===== src/rtl/rotor_arb_pkg.sv =====
package rotor_arb_pkg;

  // Index arithmetic modulo the master count, shared by the pickers and the top.
  function automatic int unsigned wrap_add(input int unsigned base,
                                           input int unsigned step,
                                           input int unsigned n);
    return (base + step) % n;
  endfunction

endpackage


===== src/rtl/rotor_rr_pick.sv =====
module rotor_rr_pick
  import rotor_arb_pkg::*;
#(
  parameter int N  = 4,
  parameter int IW = (N > 1) ? $clog2(N) : 1
) (
  input  logic [N-1:0]  mask,
  input  logic [IW-1:0] ptr,
  output logic          found,
  output logic [IW-1:0] idx
);

  // Candidate k is the master k steps after the pointer.
  logic [IW-1:0] cand [N];
  logic [N-1:0]  hit;

  for (genvar k = 0; k < N; k++) begin : g_rot
    assign cand[k] = IW'(wrap_add(32'(ptr), k, N));
    assign hit[k]  = mask[cand[k]];
  end

  // The nearest hit wins.
  always_comb begin
    found = 1'b0;
    idx   = '0;
    for (int k = N - 1; k >= 0; k--) begin
      if (hit[k]) begin
        found = 1'b1;
        idx   = cand[k];
      end
    end
  end

endmodule


===== src/rtl/rotor_slot_sel.sv =====
module rotor_slot_sel #(
  parameter int N        = 4,
  parameter int IW       = (N > 1) ? $clog2(N) : 1,
  parameter int PRIV_IDX = 0
) (
  input  logic          fair_mode,
  input  logic          priv_req,
  input  logic          priv_turn,
  input  logic          all_found,
  input  logic [IW-1:0] all_idx,
  input  logic          grp_found,
  input  logic [IW-1:0] grp_idx,
  output logic          win_valid,
  output logic [IW-1:0] win_idx,
  output logic          ptr_adv,
  output logic          turn_next
);

  localparam logic [IW-1:0] PRIV = IW'(PRIV_IDX);

  always_comb begin
    win_valid = 1'b0;
    win_idx   = '0;
    ptr_adv   = 1'b0;
    turn_next = priv_turn;
    if (!fair_mode) begin
      win_valid = all_found;
      win_idx   = all_idx;
      ptr_adv   = all_found;
    end else if (priv_turn && priv_req) begin
      win_valid = 1'b1;
      win_idx   = PRIV;
      turn_next = 1'b0;
    end else if (grp_found) begin
      win_valid = 1'b1;
      win_idx   = grp_idx;
      ptr_adv   = 1'b1;
      turn_next = 1'b1;
    end else if (priv_req) begin
      win_valid = 1'b1;
      win_idx   = PRIV;
      turn_next = 1'b0;
    end
  end

endmodule


===== src/rtl/bus_rotor_arbiter.sv =====
module bus_rotor_arbiter
  import rotor_arb_pkg::*;
#(
  parameter int NUM_MASTERS = 4,
  parameter int PRIV_IDX    = 0
) (
  input  logic                   clk,
  input  logic                   rst_n,
  input  logic [NUM_MASTERS-1:0] req_n,
  input  logic                   xfer_end,
  input  logic                   fair_mode,
  output logic [NUM_MASTERS-1:0] gnt_n
);

  localparam int IW = (NUM_MASTERS > 1) ? $clog2(NUM_MASTERS) : 1;
  localparam logic [NUM_MASTERS-1:0] PRIV_BIT = NUM_MASTERS'(1) << PRIV_IDX;

  logic [NUM_MASTERS-1:0] req;
  logic [NUM_MASTERS-1:0] grp_req;
  logic                   own_valid;
  logic [IW-1:0]          own_idx;
  logic [IW-1:0]          rr_ptr;
  logic                   priv_turn;
  logic                   arb_evt;

  logic          all_found, grp_found, win_valid, ptr_adv, turn_next;
  logic [IW-1:0] all_idx, grp_idx, win_idx;

  assign req     = ~req_n;
  assign grp_req = req & ~PRIV_BIT;
  assign arb_evt = xfer_end || !own_valid;

  rotor_rr_pick #(.N(NUM_MASTERS), .IW(IW)) u_pick_all (
    .mask (req),
    .ptr  (rr_ptr),
    .found(all_found),
    .idx  (all_idx)
  );

  rotor_rr_pick #(.N(NUM_MASTERS), .IW(IW)) u_pick_grp (
    .mask (grp_req),
    .ptr  (rr_ptr),
    .found(grp_found),
    .idx  (grp_idx)
  );

  rotor_slot_sel #(.N(NUM_MASTERS), .IW(IW), .PRIV_IDX(PRIV_IDX)) u_slot (
    .fair_mode(fair_mode),
    .priv_req (req[PRIV_IDX]),
    .priv_turn(priv_turn),
    .all_found(all_found),
    .all_idx  (all_idx),
    .grp_found(grp_found),
    .grp_idx  (grp_idx),
    .win_valid(win_valid),
    .win_idx  (win_idx),
    .ptr_adv  (ptr_adv),
    .turn_next(turn_next)
  );

  always_ff @(posedge clk or negedge rst_n) begin
    if (!rst_n) begin
      own_valid <= 1'b0;
      own_idx   <= '0;
      rr_ptr    <= '0;
      priv_turn <= 1'b1;
    end else if (arb_evt) begin
      own_valid <= win_valid;
      if (win_valid) own_idx <= win_idx;
      if (ptr_adv)   rr_ptr  <= IW'(wrap_add(32'(win_idx), 1, NUM_MASTERS));
      priv_turn <= turn_next;
    end
  end

  for (genvar i = 0; i < NUM_MASTERS; i++) begin : g_gnt
    assign gnt_n[i] = !(own_valid && (own_idx == IW'(i)));
  end

endmodule


===== config.mk =====
export PLATFORM = sky130hd
export DESIGN_NAME = bus_rotor_arbiter
export DESIGN_NICKNAME = d
export VERILOG_FILES = /design/src/rtl/rotor_arb_pkg.sv /design/src/rtl/rotor_rr_pick.sv /design/src/rtl/rotor_slot_sel.sv /design/src/rtl/bus_rotor_arbiter.sv
export SDC_FILE = /design/constraint.sdc
export NUM_CORES = 1
export LEC_CHECK = 0
export ABC_AREA = 1
export CAP_MARGIN = 20
export CORE_MARGIN = 1
export CORE_UTILIZATION = 40
export DETAILED_ROUTE_END_ITERATION = 12
export GPL_ROUTABILITY_DRIVEN = 0
export GPL_TIMING_DRIVEN = 0
export PLACE_DENSITY = 0.63
export SYNTH_ARGS = -nofsm -noshare
export SYNTH_HDL_FRONTEND = slang
export SYNTH_SLANG_ARGS = --single-unit

===== constraint.sdc =====
create_clock -name clk -period 2.9 [get_ports clk]
set_input_delay 0.435 -clock clk [delete_from_list [all_inputs] [get_ports clk]]
set_output_delay 0.435 -clock clk [all_outputs]
set_load 0.05 [all_outputs]

Word level (Yosys, flattened, before mapping)
Cells that the tools add are included.

word-level totals
  flip-flop bits (word level) = 6
  input port bits = 8
  output and inout port bits = 4
  word-level logic and storage cells = 77

cells by class
  add/sub/neg operators = 4
  $lt $le $gt $ge = 4
  equality and inequality tests = 3
  mux-type cells = 45
  bitwise gates (word level) = 1
  reductions and logical operators = 16

operators with widths
  kind                 number
  $mux 1               26
  $mux 2               11
  $bmux 1 s2           8
  $lt 2x3->1 const B   4
  $logic_and 1x1->1    5
  $logic_not 1->1      5
  $add 2x1->2 const B  2
  $add 2x2->2 const B  2
  $eq 2x2->1 const B   2
  $not 4->4            1
  $reduce_and 2->1     2
  $reduce_and 3->1     1
  $reduce_bool 3->1    1
  $eq 2x1->1 const B   1
  $logic_not 2->1      1
  $logic_or 1x1->1     1

Depth between registers and ports, before layout
  depth after elaboration = 11
  depth in mapped cells = 14
  gate-level depth less buffers = 14

Cells and area by module
From an unflattened synthesis, not the netlist that was laid out.

unflattened totals
  cells, all modules = 153
  area total of the unflattened synthesis = 818.3 um^2

modules (own cells, without submodules)
  module             times used  cells an instance  area each (um^2)  sequential area each (um^2)
  rotor_rr_pick      2           46                 212.7             0.0
  bus_rotor_arbiter  1           44                 322.8             151.4
  rotor_slot_sel     1           17                 70.1              0.0

Worst setup path before layout
OpenSTA, ideal clock, no wires.

  path kind = flip-flop to flip-flop
  from = register rr_ptr[0]
  to = register rr_ptr[1]
  library setup time = 116 ps
  data arrival time = 1191 ps
  required time = 2784 ps
  setup slack = 1592 ps
  stages on the path, launching flop included = 14
  path buffers = 1
  period minus slack after synthesis = 1308 ps
  path through = dfrtp_1 -> buf_6 -> nand2_1 -> nand2_1 -> nor2_1 -> nor2_1 -> nand2_1 -> nand2_1 -> nand2_1 -> nand3_1 -> nand2_2 -> nand2_2 -> nand2_1 -> nand2_1

between the ends
  longest elaborated chain between the ends = 11
  elaborated cells between the ends (all ways) = 43
  those cells by class = 4 x add/sub; 38 x mux; 1 x reduce/logical

RTL lines
  element                                          line                     RTL
  from (decl)                                      bus_rotor_arbiter.sv:22  logic [IW-1:0] rr_ptr;
  from (signal assigned)                           bus_rotor_arbiter.sv:70  if (ptr_adv) rr_ptr <= IW'(wrap_add(32'(win_idx), 1, NUM_MASTERS));
  $add 2x2->2                                      rotor_arb_pkg.sv:7       return (base + step) % n;
  $bmux 1 s2                                       rotor_rr_pick.sv:19      assign hit[k] = mask[cand[k]];
  $mux 1 (implied by the code)                     rotor_rr_pick.sv:19
  $mux 2 or $mux 1 (tied branches) (4 in series)   rotor_rr_pick.sv:27      if (hit[k]) begin
  $mux 2 or $mux 1 (tied branches)                 rotor_slot_sel.sv:34     end else if (grp_found) begin
  $mux 2 or $mux 1 (tied branches)                 rotor_slot_sel.sv:30     end else if (priv_turn && priv_req) begin
  $mux 2 or $mux 1 (tied branches)                 rotor_slot_sel.sv:26     if (!fair_mode) begin
  $add 2x1->2 or $reduce_and 2->1 (tied branches)  --

Several ways; a longest one is shown, not always the timed one. The select of a mux whose other input is x is not followed.
A chain may end at the register's enable or synchronous reset.

Final worst setup path
  from = register own_idx[1]
  to = output gnt_n[0]

between the ends
  longest elaborated chain between the ends = 3

RTL lines
  element                 line                     RTL
  from (decl)             bus_rotor_arbiter.sv:21  logic [IW-1:0] own_idx;
  from (signal assigned)  bus_rotor_arbiter.sv:69  if (win_valid) own_idx <= win_idx;
  $logic_not 2->1         bus_rotor_arbiter.sv:76  assign gnt_n[i] = !(own_valid && (own_idx == IW'(i)));
  $logic_and 1x1->1       bus_rotor_arbiter.sv:76
  $logic_not 1->1         bus_rotor_arbiter.sv:76
  to (decl)               bus_rotor_arbiter.sv:12  output logic [NUM_MASTERS-1:0] gnt_n

Every way passes these cells.

==> impl_metrics.tcl <==
set metrics [dict create \
    ys_types 16 \
    antenna_found_initial 0 \
    fmax_mhz 505 \
    num_rows 13 \
    cts_tree "done" \
    worstReg2RegEnd "rr_ptr[1]" \
    insertion_delay_ns 0.24 \
    synth_largest_area_cell "nand2_1" \
    final_area_um2 738 \
    cts_setup_buffers 0 \
    die_height_um 40.2 \
    setup_ws_ns 0.918 \
    core_um2 1330 \
    ir_worst_vdd_uv 410 \
    grt_usage 0.173 \
    critPathArrivalTime_ns 1.55 \
    finalCritPeriodShare 0.683 \
    hold_viol_final 0 \
    mappedNetlistArea_um2 583 \
    relSlewSlack 0.669 \
    report.power.total_mw 0.703 \
    tns_ns 0 \
    cts_root_buf "clkbuf_4" \
    crit_type "flip-flop to output pin" \
    dpl_cell_area_um2 712 \
    grt_pass1_vias 476 \
    worst-r2r-setup-slack_ns 1.42 \
    nets 130 \
    antenna_cells 0 \
    rsz0062_at_grt "false" \
    grt_max_degree 11 \
    drt_iter0_markers 17 \
    vias_per_cell 4.88 \
    synthCells 106 \
    ant_nets 0 \
    yosys_most_used_dff "dfrtp_1" \
    dieArea_um2 1610 \
    start_util 0.437 \
    clock_sink_count 6 \
    synth_seq_cells 6 \
    post-place-ws_ns 0.936 \
    hold_buffers 0 \
    synth_area_leaders "nand2_1 27%, dfrtp_1 21%, nand3_1 11%" \
    grt_pass1_wl_mm 1.86 \
    hp-class "input port to asynchronous set/reset pin" \
    dp_hpwl_mm 1.03 \
    p_leak_nw 0.412 \
    fin_worst_skew_ns 0.00313 \
    drt-total-wl_mm 1.26 \
    synthArstFlopShare 1.00 \
    drtPass1Iterations 4 \
    syn_area_per_cell_um2 5.50 \
    ctsResizeCount 0 \
    drcViolationCount 0 \
    maxSlewViolCount 0 \
    clock_path_buffers 2 \
    r2r_start "rr_ptr[1]" \
    cts_buffers 3 \
    gr-total-overflow 0 \
    crit_required_ns 2.47 \
    critPathMaxFanout 3 \
    crit_path_start_kind "flip-flop" \
    synth_edf_count 0 \
    io_pins 12 \
    layout_commonest_cell "nand2_1" \
    yosys_warnings 0 \
    timing.hold.ws_ns 0.429 \
    detail_route.wl_per_cell_um 9.29 \
    port_buffers 11 \
    finalSetupViolCount 0 \
    yosys.area.top_type_share 0.270 \
    status "finished, final reports clean" \
    finalCriticalPeriod_ns 1.98 \
    end_kind "output pin" \
    die_w_um 40.2 \
    synth.net_count 114 \
    drv_cap 0 \
    worst_r2r_path_depth 13 \
    synthToLayoutAreaGrowth_pct 26.6 \
    worst_pin_slew_ns 0.495 \
    htree_num_levels 1 \
    layout-drive-gt1-share 0.116 \
    vias 663 \
    power.density_nw_per_um2 953 \
    layout_common_cells "42 x nand2_1, 14 x inv_1, 13 x nand3_1" \
    ys_seq_area_frac 0.260 \
    clk_pin_slew_worst_paths_ns 0.05 \
]
## worst max-delay path: stages (launching register included)
cell,delay (ns)
dfrtp_1,0.37
inv_1,0.07
nand3_1,0.06
clkdlybuf4s50_1,0.80
## area by class of cell
class | count | area, µm²
Buffer | 2 | 18.8
Clock buffer | 4 | 26.3
Fill cell | 147 | 596
Inverter | 17 | 63.8
Multi-Input combinational cell | 81 | 349
Sequential cell | 6 | 151
Tap cell | 15 | 18.8
Timing Repair Buffer | 11 | 110
## layer usage
metal,vias to the layer above,GRT usage,routed length [µm]
li1,354,-,-
met1,293,0.243,674
met2,16,0.254,507
met3,0,0.0833,80
met4,0,0,0
met5,-,0,0
## flip-flops by register name, indices dropped and copies added (netlist names)
| register | flops |
|---|---|
| priv_turn | 1 |
| own_idx | 2 |
| rr_ptr | 2 |
| own_valid | 1 |
## cells in the mapped netlist, types with 2 or more instances
library cell  count
dfrtp_1           5
nand2_2           3
nor2_1           10
o21ai_0           5
a21oi_1           2
o21ai_1           3
nand3_1          13
inv_1            14
nand2_1          42
inv_2             3
## worst max-delay path by stage
| stage | from | slack (ns) | cells past startpoint | end |
|---|---|---|---|---|
| final | own_idx[1] | 0.92 | 3 | gnt_n[0] |
| after global routing | own_idx[1] | 0.83 | 3 | gnt_n[1] |
| after CTS | own_idx[1] | 0.90 | 3 | gnt_n[0] |
| after detailed placement | req_n[3] | 0.94 | 14 | rr_ptr[1] |
| after global placement | req_n[3] | 0.95 | 14 | rr_ptr[1] |
| after floorplan | rr_ptr[0] | 1.59 | 13 | rr_ptr[1] |
## through the flow
| step | utilization | instances |
|---|---|---|
| after floorplan | - | 106 |
| after global placement | 0.534 | 132 |
| after detailed placement | 0.534 | 132 |
| after CTS | 0.553 | 136 |
| after global routing | 0.553 | 136 |
| final | 0.553 | 136 |
## kinds of logic after synthesis
group | share of synthesized area
simple gates | 0.498
buf+inv | 0.142
flops | 0.260
compound gates | 0.101
## where the power goes
part           internal [mW]  total (mW)  switching, mW
clock network         0.0521      0.0819         0.0298
registers              0.112       0.130         0.0175
logic                  0.174       0.492          0.317
Power figures use the tool's default switching activity.
